===== config.mk =====
export PLATFORM = sky130hd
export DESIGN_NAME = dpll_mode_seq
export DESIGN_NICKNAME = d
export VERILOG_FILES = /design/src/rtl/dpll_seq_pkg.sv /design/src/rtl/dpll_seq_fsm.sv /design/src/rtl/dpll_seq_dco.sv /design/src/rtl/dpll_mode_seq.sv
export SDC_FILE = /design/constraint.sdc
export NUM_CORES = 1
export LEC_CHECK = 0
export CORE_AREA = 2 2 103 105
export CTS_BUF_LIST = sky130_fd_sc_hd__clkbuf_16
export DETAILED_ROUTE_END_ITERATION = 8
export DIE_AREA = 0 0 105 107
export DONT_BUFFER_PORTS = 1
export PLACE_DENSITY = 0.69
export SETUP_SLACK_MARGIN = 0.3
export SYNTH_ARGS = -nofsm -noshare
export SYNTH_HDL_FRONTEND = slang
export SYNTH_SLANG_ARGS = --single-unit

===== constraint.sdc =====
create_clock -name clk -period 14 [get_ports clk]
set_clock_uncertainty 0.15 [all_clocks]
set_input_delay 0.7 -clock clk [delete_from_list [all_inputs] [get_ports clk]]
set_output_delay 0.7 -clock clk [all_outputs]
set_load 0.005 [all_outputs]

===== src/rtl/dpll_seq_pkg.sv =====
package dpll_seq_pkg;

    typedef enum logic [2:0] {
        ST_CTR_HOLD = 3'd0,
        ST_PRI_WAIT = 3'd1,
        ST_FREE     = 3'd2,
        ST_ACQ      = 3'd3,
        ST_LOCK     = 3'd4,
        ST_HOLDOVER = 3'd5
    } seq_state_e;

    localparam int MODE_W = 3;
    localparam logic [MODE_W-1:0] MODE_INIT = 3'd0;
    localparam logic [MODE_W-1:0] MODE_FREE = 3'd1;
    localparam logic [MODE_W-1:0] MODE_ACQ  = 3'd2;
    localparam logic [MODE_W-1:0] MODE_LOCK = 3'd3;
    localparam logic [MODE_W-1:0] MODE_HOLD = 3'd4;

    function automatic logic [MODE_W-1:0] mode_of(seq_state_e s);
        case (s)
            ST_FREE:     return MODE_FREE;
            ST_ACQ:      return MODE_ACQ;
            ST_LOCK:     return MODE_LOCK;
            ST_HOLDOVER: return MODE_HOLD;
            default:     return MODE_INIT;
        endcase
    endfunction

endpackage


===== src/rtl/dpll_seq_fsm.sv =====
module dpll_seq_fsm
    import dpll_seq_pkg::*;
#(
    parameter int NUM_REFS = 4,
    parameter int CNT_W    = 8
) (
    input  logic                clk,
    input  logic                rst_n,
    input  logic                cfg_cascade,
    input  logic                sec_lock,
    input  logic                pri_lock,
    input  logic [NUM_REFS-1:0] ref_valid,
    input  logic                phase_lock,
    input  logic                chk_tick,
    input  logic [CNT_W-1:0]    lock_periods,
    input  logic [CNT_W-1:0]    requal_cycles,
    output seq_state_e          state,
    output logic                mode_chg
);

    localparam int CX_W = CNT_W + 1;

    typedef struct packed {
        seq_state_e       state;
        logic [CNT_W-1:0] cnt;
        logic             chg;
    } fsm_t;

    fsm_t q, d;

    logic            any_ref;
    logic [CX_W-1:0] cnt_nx;
    logic [CX_W-1:0] lock_tgt;
    logic [CX_W-1:0] qual_tgt;

    always_comb begin
        any_ref  = |ref_valid;
        cnt_nx   = {1'b0, q.cnt} + 1'b1;
        lock_tgt = (lock_periods  == '0) ? CX_W'(1) : {1'b0, lock_periods};
        qual_tgt = (requal_cycles == '0) ? CX_W'(1) : {1'b0, requal_cycles};

        d     = q;
        d.chg = 1'b0;
        case (q.state)
            ST_CTR_HOLD: begin
                if (!cfg_cascade || sec_lock) d.state = ST_PRI_WAIT;
            end
            ST_PRI_WAIT: begin
                if (pri_lock) d.state = ST_FREE;
            end
            ST_FREE: begin
                if (any_ref) begin
                    d.state = ST_ACQ;
                    d.cnt   = '0;
                end
            end
            ST_ACQ: begin
                if (!any_ref) begin
                    d.state = ST_HOLDOVER;
                    d.cnt   = '0;
                end else if (chk_tick) begin
                    if (!phase_lock) begin
                        d.cnt = '0;
                    end else if (cnt_nx >= lock_tgt) begin
                        d.state = ST_LOCK;
                        d.cnt   = '0;
                    end else begin
                        d.cnt = cnt_nx[CNT_W-1:0];
                    end
                end
            end
            ST_LOCK: begin
                if (!any_ref) begin
                    d.state = ST_HOLDOVER;
                    d.cnt   = '0;
                end
            end
            ST_HOLDOVER: begin
                if (!any_ref) begin
                    d.cnt = '0;
                end else if (cnt_nx >= qual_tgt) begin
                    d.state = ST_ACQ;
                    d.cnt   = '0;
                end else begin
                    d.cnt = cnt_nx[CNT_W-1:0];
                end
            end
            default: d.state = ST_CTR_HOLD;
        endcase
        d.chg = (mode_of(d.state) != mode_of(q.state));
    end

    always_ff @(posedge clk) begin
        if (!rst_n) begin
            q.state <= ST_CTR_HOLD;
            q.cnt   <= '0;
            q.chg   <= 1'b0;
        end else begin
            q <= d;
        end
    end

    assign state    = q.state;
    assign mode_chg = q.chg;

endmodule


===== src/rtl/dpll_seq_dco.sv =====
module dpll_seq_dco #(
    parameter int STEP_W = 16,
    parameter int OFS_W  = 24
) (
    input  logic                    clk,
    input  logic                    rst_n,
    input  logic                    apply_en,
    input  logic                    inc,
    input  logic                    dec,
    input  logic [STEP_W-1:0]       step,
    input  logic signed [OFS_W-1:0] lim_hi,
    input  logic signed [OFS_W-1:0] lim_lo,
    output logic signed [OFS_W-1:0] ofs
);

    localparam int BASE_W = (STEP_W > OFS_W) ? STEP_W : OFS_W;
    localparam int SUM_W  = BASE_W + 2;

    typedef struct packed {
        logic signed [OFS_W-1:0] ofs;
    } dco_t;

    dco_t q, d;

    logic signed [SUM_W-1:0] cur_x;
    logic signed [SUM_W-1:0] stp_x;
    logic signed [SUM_W-1:0] sum_x;
    logic signed [SUM_W-1:0] hi_x;
    logic signed [SUM_W-1:0] lo_x;

    always_comb begin
        cur_x = SUM_W'(q.ofs);
        stp_x = $signed({{(SUM_W-STEP_W){1'b0}}, step});
        hi_x  = SUM_W'(lim_hi);
        lo_x  = SUM_W'(lim_lo);
        sum_x = inc ? (cur_x + stp_x) : (cur_x - stp_x);

        d = q;
        if (apply_en && (inc ^ dec)) begin
            if (sum_x > hi_x)      d.ofs = lim_hi;
            else if (sum_x < lo_x) d.ofs = lim_lo;
            else                   d.ofs = sum_x[OFS_W-1:0];
        end
    end

    always_ff @(posedge clk) begin
        if (!rst_n) q.ofs <= '0;
        else        q <= d;
    end

    assign ofs = q.ofs;

endmodule


===== src/rtl/dpll_mode_seq.sv =====
module dpll_mode_seq
    import dpll_seq_pkg::*;
#(
    parameter int NUM_REFS = 4,
    parameter int CNT_W    = 8,
    parameter int STEP_W   = 16,
    parameter int OFS_W    = 24
) (
    input  logic                    clk,
    input  logic                    rst_n,
    input  logic                    cfg_cascade,
    input  logic                    cfg_dco_en,
    input  logic                    sec_lock,
    input  logic                    pri_lock,
    input  logic [NUM_REFS-1:0]     ref_valid,
    input  logic                    phase_lock,
    input  logic                    chk_tick,
    input  logic [CNT_W-1:0]        lock_periods,
    input  logic [CNT_W-1:0]        requal_cycles,
    input  logic                    dco_inc,
    input  logic                    dco_dec,
    input  logic [STEP_W-1:0]       dco_step,
    input  logic signed [OFS_W-1:0] dco_max,
    input  logic signed [OFS_W-1:0] dco_min,
    output logic                    vco_hold,
    output logic                    pri_pll_en,
    output logic                    dig_loop_en,
    output logic [2:0]              mode,
    output logic                    mode_chg,
    output logic signed [OFS_W-1:0] frac_ofs
);

    seq_state_e st;
    logic       step_ok;

    dpll_seq_fsm #(
        .NUM_REFS (NUM_REFS),
        .CNT_W    (CNT_W)
    ) u_fsm (
        .clk           (clk),
        .rst_n         (rst_n),
        .cfg_cascade   (cfg_cascade),
        .sec_lock      (sec_lock),
        .pri_lock      (pri_lock),
        .ref_valid     (ref_valid),
        .phase_lock    (phase_lock),
        .chk_tick      (chk_tick),
        .lock_periods  (lock_periods),
        .requal_cycles (requal_cycles),
        .state         (st),
        .mode_chg      (mode_chg)
    );

    always_comb begin
        vco_hold    = (st == ST_CTR_HOLD) && cfg_cascade;
        pri_pll_en  = (st != ST_CTR_HOLD);
        dig_loop_en = (st == ST_ACQ) || (st == ST_LOCK);
        mode        = mode_of(st);
        step_ok     = dig_loop_en && cfg_dco_en;
    end

    dpll_seq_dco #(
        .STEP_W (STEP_W),
        .OFS_W  (OFS_W)
    ) u_dco (
        .clk      (clk),
        .rst_n    (rst_n),
        .apply_en (step_ok),
        .inc      (dco_inc),
        .dec      (dco_dec),
        .step     (dco_step),
        .lim_hi   (dco_max),
        .lim_lo   (dco_min),
        .ofs      (frac_ofs)
    );

endmodule


Word-level counts from Yosys, hierarchy flattened
Index checks and enable logic that the tools add are counted.
W data, S select, Z words.
Operators by class
  equal/unequal tests: 13
  add/subtract/negate cells: 3
  muxes and demuxes: 23
  bitwise gates (word level): 1
  $lt $le $gt $ge: 4
  reductions and logical operators: 13
Operator list (number)
  $mux W24: 2
  $mux W8: 6
  $mux W11: 4
  $pmux W8 S4: 1
  $gt A26 B24 Y1: 1
  $lt A26 B24 Y1: 1
  $mux W26: 1
  $add A24 B17 Y25: 1
  $sub A24 B17 Y25: 1
  $pmux W3 S4: 2
  $ge A9 B9 Y1: 2
  $mux W3: 6
  $pmux W3 S6: 1
  $logic_not A8 Y1: 2
  $eq A3 B2 Y1 const B: 4
  $eq A3 B3 Y1 const B: 4
  $add A8 B1 Y9 const B: 1
  $reduce_and A4 Y1: 1
  $reduce_bool A4 Y1: 1
  $reduce_or A4 Y1: 1
  $eq A3 B1 Y1 const B: 1
  $logic_and A1 B1 Y1: 3
  $logic_not A3 Y1: 1
  $ne A3 B3 Y1: 1
  other kinds (7): 8
Word-level totals
  bits of input ports: 94
  bits in registers: 36
  word-level logic and storage cells: 61

Longest topological paths before layout
Gate-level depths: netlist (run 1).
  depth in word-level cells: 11
  depth in mapped cells: 27
  gate-level depth less buffers: 26

Hierarchy
From an unflattened synthesis (run 1), not the netlist that was laid out.
Unflattened totals
  cell total of the unflattened synthesis: 738
  area total of the unflattened synthesis: 5542.8 um2
Modules (own cells, without submodules)
  dpll_seq_dco: sequential area each 480.5 um2, cells each 559, times used 1, area an instance 4134.0 um2
  dpll_seq_fsm: sequential area each 240.2 um2, cells each 163, times used 1, area an instance 1308.8 um2
  dpll_mode_seq: sequential area each 0.0 um2, cells each 16, times used 1, area an instance 100.1 um2

Worst setup path before layout (run 1)
No wires, ideal clock.
  path kind: input to register
  start: in dco_step[4]
  end: reg u_dco.ofs[13] (netlist name)
  data arrival time: 5770 ps
  stages: 24
  data required time: 13717 ps
  setup time: 133 ps
  path buffers: 2
  setup slack: 7948 ps
  path through: or3_1 or3_1 nor3_1 nand2b_1 nor2b_1 clkbuf_1 a21oi_1 xor2_1 ha_1 and3_1 and2_1 and3_1 nor2_1 mux2_2 a311oi_1 ha_1 a21oi_1 o21ai_0 a2111oi_0 o221ai_1 a21oi_2 buf_1 mux2i_1 o221ai_1
On the way
  cells in the longest elaborated chain, start to end: 5
RTL lines
  start: declaration: line dpll_mode_seq.sv:22  | input logic [STEP_W-1:0] dco_step,
  $sub A24 B17 Y25 / $add A24 B17 Y25 (equally long branches): line dpll_seq_dco.sv:36  | sum_x = inc ? (cur_x + stp_x) : (cur_x - stp_x);
  $mux W26 (*): line dpll_seq_dco.sv:36
  $lt A26 B24 Y1: line dpll_seq_dco.sv:41  | else if (sum_x < lo_x) d.ofs = lim_lo;
  $mux W24: line dpll_seq_dco.sv:41
  $mux W24 (*): line dpll_seq_dco.sv:40  | if (sum_x > hi_x) d.ofs = lim_hi;
Mark *: on every way between the ends. The rest lies on a longest branch, timed or not.
A chain may end at the register's enable or synchronous reset.

Worst setup path in the final report (run 1)
  start: in dco_step[4]
  end: reg u_dco.ofs[2] (netlist name)
On the way
  cells in the longest elaborated chain, start to end: 5
RTL lines (line)
  $sub A24 B17 Y25 / $add A24 B17 Y25 (equally long branches): dpll_seq_dco.sv:36
  $mux W26 (*): dpll_seq_dco.sv:36
  $lt A26 B24 Y1: dpll_seq_dco.sv:41
  $mux W24: dpll_seq_dco.sv:41
  $mux W24 (*): dpll_seq_dco.sv:40
Marks and branches as above.

==> qor.txt, run 1 <==
RUN STATUS
------------------------------------------------------------------------------------
Run status                                                              finished clean

ROUTING
------------------------------------------------------------------------------------
Routed vias/inst                                                                6.24
DR DRC count                                                                       0
Total length of routed met3 wires                                            1330 um
Detailed Routing Iterations Pass 1                                                 5
Highest routed layer                                                            met4
Detail Route Antenna Nets                                                          0
Met2 Routed Length                                                           7370 um
Detailed Route Iter0 Violations                                                  408
Metal-1 WL                                                                   6360 um
DR vias                                                                         5258
Average wire per standard cell                                               18.3 um
WL final                                                                    15400 um

CTS
------------------------------------------------------------------------------------
TritonCTS clock tree                                                            done
CTS max path bufs                                                                  2
CTS resizes                                                                        0
Number of buffers added by the clock tree synthesis step                           5
Source-to-sink clock delay at the later pin of the worst-skew pair           0.29 ns
Root Buffer                                                             sky130_fd_sc_hd__clkbuf_16
Count of buffers added by post-CTS timing repair for setup                         0
Total number of H-tree levels                                                      2
Clock-pin transition on the worst setup and hold timing paths                0.06 ns
Hold buffer count at cts                                                           0
Total number of clock tree sinks                                                  36

YOSYS
------------------------------------------------------------------------------------
EDFF count, synth                                                                  0
Flop and latch count out of synthesis                                             36
Multiplexer area fraction after synthesis                                      3.75%
Combinational family with the most area after synthesis                 compound AO/OA/AOI/OAI gates
Number of standard cells after synthesis                                         728
Post-synthesis adder-cell area fraction                                        21.4%
Cell area after technology mapping                                      0.00541 sq mm
Area share of the largest cell type after synthesis                            21.1%
Area share of xor/xnor cells in the synthesized design                         5.83%
Top_reg_cell synth                                                      sky130_fd_sc_hd__dfxtp_1
Synthesized net count                                                            914
Top cells by area, synth                                                sky130_fd_sc_hd__ha_1, sky130_fd_sc_hd__dfxtp_1, sky130_fd_sc_hd__inv_1
Post-synthesis cell type count                                                    64
YS warnings                                                                        0
Synth Area in Simple Gates                                                     20.9%
Avg Inst Size Synth                                                       7.43 sq um
Largest area contributor in the netlist                                 sky130_fd_sc_hd__ha_1
Compound-Gate Fraction of Synth Area                                           27.3%
Share of flip-flops with an asynchronous set or reset after synthesis             0%
Sequential area share after synthesis                                          13.3%

RUN
------------------------------------------------------------------------------------
# Max-Cap Violations                                                               0

STA
------------------------------------------------------------------------------------
Final critical-path required period                                          7.24 ns
Relative slew margins                                                          28.7%
Setup Total Neg Slack                                                           0 ns
Slack of the critical path                                                   6.76 ns
Final Hold Vio Count                                                               0
Setup repair after global routing missed its margin                            false
Max-slew violation count                                                           0
Final Cycle Share                                                              51.7%
Highest Clock Rate                                                           138 MHz
Slew at the pin with the worst max-slew slack                                1.07 ns
Setup Viol. Count Final                                                            0

PLACEMENT
------------------------------------------------------------------------------------
Setup slack at placement                                                     6.54 ns
Placer Congestion                                                              0.890
Placed cell count                                                                836
I/O Buffers                                                                        0
HPWL reported at the end of detailed placement                              12600 um

FLOORPLAN
------------------------------------------------------------------------------------
FP Rows                                                                           37
Area of the core                                                        0.0101 sq mm
Chip Width                                                                    105 um
Vertical die dimension                                                        107 um
Effective utilization at floorplan                                             53.6%
I/O pin count                                                                    125
Area of the die                                                         0.0112 sq mm

WORST SETUP PATH
------------------------------------------------------------------------------------
Critical path fanouts, max                                                        31
CP required                                                                 14.02 ns
Category of the worst setup path capture point                                  flop
Origin of the critical flop-to-flop path                                u_dco.ofs[3]$_SDFFE_PN0P_
Kind of start point of the critical path                                  input port
Class of the most critical setup path                                   input port to flop
Largest stage delay, worst path                                              0.90 ns
Slowest-stage cell, CP                                                  sky130_fd_sc_hd__a21oi_4
Most Frequent Cell on Critical Path                                     sky130_fd_sc_hd__o21ai_0
Chain of cells forming the critical path                                or3_1, or3b_2, nor3_2, nand2_1, o21bai_1, o21ai_0, xor2_1, ha_1, nand2_1, o21ai_0, nor2_1, nand2_1, o21ai_0, a311oi_1, ha_1, a21oi_1, o21ai_0, a2111oi_0, o221ai_1, a21oi_4, mux2i_1, a211oi_1, a31o_2
Crit path DAT                                                                7.26 ns
Worst setup path startpoint                                              dco_step[4]

GLOBAL ROUTE
------------------------------------------------------------------------------------
Antenna violations before repair                                                   0
Vias in the first global route                                                  5009
Wire length of the first global-routing pass                                24400 um
Overall fraction of global-route tracks in use                                 26.9%
Maximum number of pins on one net before global-route repair                      47
Grt ovf                                                                            0

HOLD PATH
------------------------------------------------------------------------------------
Hold Crit Class                                                         flop to flop
Origin of the worst min-delay path                                      u_fsm.q[3]$_SDFFE_PN0P_

POWER
------------------------------------------------------------------------------------
Worst VDD drop                                                               44.9 uV
Pwr/cell area                                                           64.7 mW/mm^2
Static leakage power                                                      0.00265 uW

CELLS AND AREA
------------------------------------------------------------------------------------
Share of final-layout standard cells stronger than drive strength 1            3.96%
Fin nets                                                                         893
Signed area change from the synthesized netlist to the final layout            3.63%
Final Core Density                                                             55.5%
Number of inserted filler cells in the final layout                             1004
Diode insertion count for antenna repair                                           0
Most common library cell in the layout ignoring fill and taps           sky130_fd_sc_hd__ha_1
Commonest cells after routing, fill and taps aside                      sky130_fd_sc_hd__ha_1, sky130_fd_sc_hd__inv_1, sky130_fd_sc_hd__nor2_1
Non-Filler Instances                                                             843

-- layer usage --
| layer | global-route usage (%) | up-vias |
|---|---|---|
| met2 | 46.5 | 172 |
| met4 | 8.00 | 0 |
| met5 | 0 | - |
| met1 | 32.5 | 2433 |
| li1 | - | 2624 |
| met3 | 7.48 | 29 |
-- critical path: cells and delay by family --
kind	cells	cell delay, ns
adders and majority gates	2	0.77
AOI/OAI and AO/OA	12	3.69
xor gates and xnor gates	1	0.16
and+or+nand+nor	7	1.64
muxes	1	0.29
-- report_power, final --
group          internal (uW)  total [uW]  leakage, uW  switching [uW]
Combinational           58.4         145      0.00229            86.6
Clock                   64.1         110    0.0000709            45.9
Sequential               104         108     0.000291            3.56
-- Yosys cell counts (12+ instances only) --
library cell and number:
sky130_fd_sc_hd__nand4_1 12, sky130_fd_sc_hd__mux2i_1 18, sky130_fd_sc_hd__a31o_2 12, sky130_fd_sc_hd__xnor2_1 16, sky130_fd_sc_hd__xor2_1 20, sky130_fd_sc_hd__nor2b_1 17, sky130_fd_sc_hd__nand3_1 35, sky130_fd_sc_hd__nor3_1 13
sky130_fd_sc_hd__inv_1 75, sky130_fd_sc_hd__a21oi_1 48, sky130_fd_sc_hd__ha_1 91, sky130_fd_sc_hd__o21ai_0 30, sky130_fd_sc_hd__dfxtp_1 36, sky130_fd_sc_hd__a31oi_1 12, sky130_fd_sc_hd__clkbuf_1 21, sky130_fd_sc_hd__nor2_1 64
sky130_fd_sc_hd__a211oi_1 23, sky130_fd_sc_hd__nand2_1 38
-- path summary, 6_finish.rpt --
path,end,slack [ns],depth (start not counted)
setup reg to reg,u_dco.ofs[2]$_SDFFE_PN0P_,8.30,16
hold reg to reg,u_fsm.q[3]$_SDFFE_PN0P_,0.37,2
setup / recovery,u_dco.ofs[2]$_SDFFE_PN0P_,6.76,23
hold / removal,u_fsm.q[3]$_SDFFE_PN0P_,0.37,2
-- final cells by class --
class                   instances  area [sq um]  share of cell area, %
clock inverters                 2          8.76                  0.156
inverters                      75           282                   5.02
clock buffers                   5           125                   2.23
well taps                     136           170                   3.04
multi-input cells             588          4290                   76.6
repair buffers                  1          7.51                  0.134
flip-flops and latches         36           721                   12.9
-- sequential cells by signal, summed over array words and instances (netlist names) --
name,count
u_fsm.q,8
u_fsm.state,3
u_dco.ofs,24
u_fsm.mode_chg,1
-- stage by stage --
stage	hold WS [ns]	total power (uW)	cell area (sq um)
after floorplan	0.324	227	5410
after global placement	0.357	248	5470
after detailed placement	0.364	253	5470
after CTS	0.372	363	5610
after global routing	0.410	385	5610
final	0.374	363	5610
-- logic make-up after synthesis --
kind of cell,Yosys count
compound gates,211
xor+xnor,36
fa+ha+maj,92
buf+inv,104
flops,36
mux,20
simple gates,229
Note: power is estimated with default switching activity, not from simulation.
==> run 2: changes to the inputs <==
--- a/config.mk
+++ b/config.mk
@@ -10,7 +10,7 @@
 export DETAILED_ROUTE_END_ITERATION = 8
 export DIE_AREA = 0 0 105 107
 export DONT_BUFFER_PORTS = 1
-export PLACE_DENSITY = 0.69
+export PLACE_DENSITY = 0.71
 export SETUP_SLACK_MARGIN = 0.3
 export SYNTH_ARGS = -nofsm -noshare
 export SYNTH_HDL_FRONTEND = slang
==> constraint.sdc (replaced) <==
create_clock -name clk -period 5.85 [get_ports clk]
set_clock_uncertainty 0.15 [all_clocks]
set_input_delay 0.2925 -clock clk [delete_from_list [all_inputs] [get_ports clk]]
set_output_delay 0.2925 -clock clk [all_outputs]
set_load 0.005 [all_outputs]
==> qor.txt, run 2 (synthesis gave the netlist of run 1 again) <==
STA
----------------------------------------------------------------------------------
Slew at the pin with the worst max-slew slack                              1.12 ns
Final critical-path required period                                        5.36 ns
Max-slew violation count                                                         0
Worst hold slack                                                         0.0120 ns
Final Cycle Share                                                            91.7%
Relative slew margins                                                        24.9%
Highest Clock Rate                                                         186 MHz
Setup repair after global routing missed its margin                           true
Setup Viol. Count Final                                                          0
Final Hold Vio Count                                                             0

CELLS AND AREA
----------------------------------------------------------------------------------
Fin nets                                                                       929
Share of final-layout standard cells stronger than drive strength 1          11.6%
Register name with the most flops                                        u_dco.ofs
Commonest cells after routing, fill and taps aside                    sky130_fd_sc_hd__ha_1, sky130_fd_sc_hd__inv_1, sky130_fd_sc_hd__nor2_1
Signed area change from the synthesized netlist to the final layout          11.7%
Diode insertion count for antenna repair                                         0
Final Core Density                                                           59.9%
Most common library cell in the layout ignoring fill and taps         sky130_fd_sc_hd__ha_1
Flip-flop count of the largest register after layout                            24
Biggest registers after layout                                        u_dco.ofs x24, u_fsm.q x8, u_fsm.state x3

WORST SETUP PATH
----------------------------------------------------------------------------------
Kind of start point of the critical path                                input port
Category of the worst setup path capture point                                flop
Crit path DAT                                                              5.39 ns
Class of the most critical setup path                                 input port to flop
Critical path fanouts, max                                                      17
CP required                                                                5.87 ns

POWER
----------------------------------------------------------------------------------
Pwr Total                                                                   926 uW
Pwr/cell area                                                          153 mW/mm^2
Static leakage power                                                    0.00287 uW
Worst VDD drop                                                              108 uV

RUN STATUS
----------------------------------------------------------------------------------
Run status                                                            finished clean

ROUTING
----------------------------------------------------------------------------------
Routed vias/inst                                                              6.23
Total length of routed met3 wires                                          1330 um
Metal-1 WL                                                                 6760 um
Detailed Route Iter0 Violations                                                309
Detail Route Antenna Nets                                                        0
WL final                                                                  16400 um
Detailed Routing Iterations Pass 1                                               4
DR vias                                                                       5483
Highest routed layer                                                          met4
Average wire per standard cell                                             18.6 um
Met2 Routed Length                                                         7760 um
DR DRC count                                                                     0

FLOORPLAN
----------------------------------------------------------------------------------
Vertical die dimension                                                      107 um
Area of the die                                                       0.0112 sq mm
Effective utilization at floorplan                                           53.6%
Chip Width                                                                  105 um
FP Rows                                                                         37
Area of the core                                                      0.0101 sq mm
I/O pin count                                                                  125

CTS
----------------------------------------------------------------------------------
CTS max path bufs                                                                2
TritonCTS clock tree                                                          done
Number of buffers added by the clock tree synthesis step                         5
Total number of H-tree levels                                                    2
Root Buffer                                                           sky130_fd_sc_hd__clkbuf_16
Clock-pin transition on the worst setup and hold timing paths              0.06 ns
Source-to-sink clock delay at the later pin of the worst-skew pair         0.29 ns
Total number of clock tree sinks                                                36

PLACEMENT
----------------------------------------------------------------------------------
HPWL reported at the end of detailed placement                            13000 um
I/O Buffers                                                                      0
Placer Congestion                                                            0.895

GLOBAL ROUTE
----------------------------------------------------------------------------------
Overall fraction of global-route tracks in use                               27.5%
Maximum number of pins on one net before global-route repair                    47
Wire length of the first global-routing pass                              25100 um
Antenna violations before repair                                                 0
Vias in the first global route                                                5219
Grt ovf                                                                          0

HOLD PATH
----------------------------------------------------------------------------------
Hold Crit Class                                                       input port to flop

RUN
----------------------------------------------------------------------------------
# Max-Cap Violations                                                             0

## run 2: cell count changes in the layout (fill, tap and decap cells not counted), sizes merged
cell,previous run,this run
inv,76,77
buf,1,36
dlygate4sd3,0,1
## run 2: layer usage
metal  vias to the layer above  GRT usage (%)
met3                        46           7.72
met2                       190           47.7
met5                         -              0
met4                         0           9.52
li1                       2702              -
met1                      2545           32.5
## run 2: worst max-delay path, cell delays in order
cell and delay (ns):
sky130_fd_sc_hd__or3_1 0.38, sky130_fd_sc_hd__or3_1 0.35, sky130_fd_sc_hd__nor3_2 0.16, sky130_fd_sc_hd__nand2b_1 0.12, sky130_fd_sc_hd__nor2b_2 0.18, sky130_fd_sc_hd__buf_4 0.13
sky130_fd_sc_hd__a21oi_1 0.06, sky130_fd_sc_hd__xor2_1 0.14, sky130_fd_sc_hd__ha_1 0.35, sky130_fd_sc_hd__buf_4 0.16, sky130_fd_sc_hd__nand4_1 0.10, sky130_fd_sc_hd__a31oi_1 0.21
sky130_fd_sc_hd__buf_4 0.18, sky130_fd_sc_hd__o21ai_0 0.10, sky130_fd_sc_hd__a311oi_2 0.34, sky130_fd_sc_hd__ha_1 0.32, sky130_fd_sc_hd__a21oi_1 0.15, sky130_fd_sc_hd__o21ai_1 0.11
sky130_fd_sc_hd__a2111oi_2 0.40, sky130_fd_sc_hd__o221ai_2 0.18, sky130_fd_sc_hd__a21oi_4 0.19, sky130_fd_sc_hd__buf_12 0.19, sky130_fd_sc_hd__mux2i_1 0.21, sky130_fd_sc_hd__a211oi_1 0.12
sky130_fd_sc_hd__a31o_2 0.25
## run 2: layout make-up
class,count,area (sq um)
Clock inverter,3,11.3
Timing Repair Buffer,37,313
Multi-Input combinational cell,588,4420
Sequential cell,36,721
Fill cell,988,4050
Inverter,75,282
Tap cell,136,170
Clock buffer,5,125
## run 2: final timing paths
path	to	cells after the start	slack, ns	startpoint
max	u_dco.ofs[9]$_SDFFE_PN0P_	25	0.49	dco_step[4]
min	u_dco.ofs[0]$_SDFFE_PN0P_	1	0.01	rst_n
max reg2reg	u_dco.ofs[9]$_SDFFE_PN0P_	19	1.14	u_dco.ofs[0]$_SDFFE_PN0P_
min reg2reg	u_fsm.q[3]$_SDFFE_PN0P_	2	0.38	u_fsm.q[3]$_SDFFE_PN0P_
## run 2: repair_timing
action | in CTS | in global routing
gates cloned | 0 | 1
setup buffers | 1 | 9
resized for setup | 6 | 31
endpoints found under the hold margin | 1 | 0
pin swaps | 1 | 14
hold buffers | 1 | 0
setup endpoints to repair | 24 | 24
## run 2: per-stage QoR
step	std cells	worst slack [ns]	setup TNS (ns)	instance area, sq um
2_1_floorplan	728	0.330	0	5420
3_3_place_gp	860	-0.186	-2.21	5680
3_5_place_dp	860	-0.247	-3.17	5680
4_1_cts	870	0.309	0	5850
5_1_grt	880	0.139	0	6040
6_report	880	0.485	0	6040
## run 2: where the power goes
part / switching [uW] / leakage, uW / internal (uW)
clock: 109 / 0.0000738 / 154
sequential: 8.71 / 0.000291 / 249
combinational: 230 / 0.00250 / 175
total: 347 / 0.00287 / 578
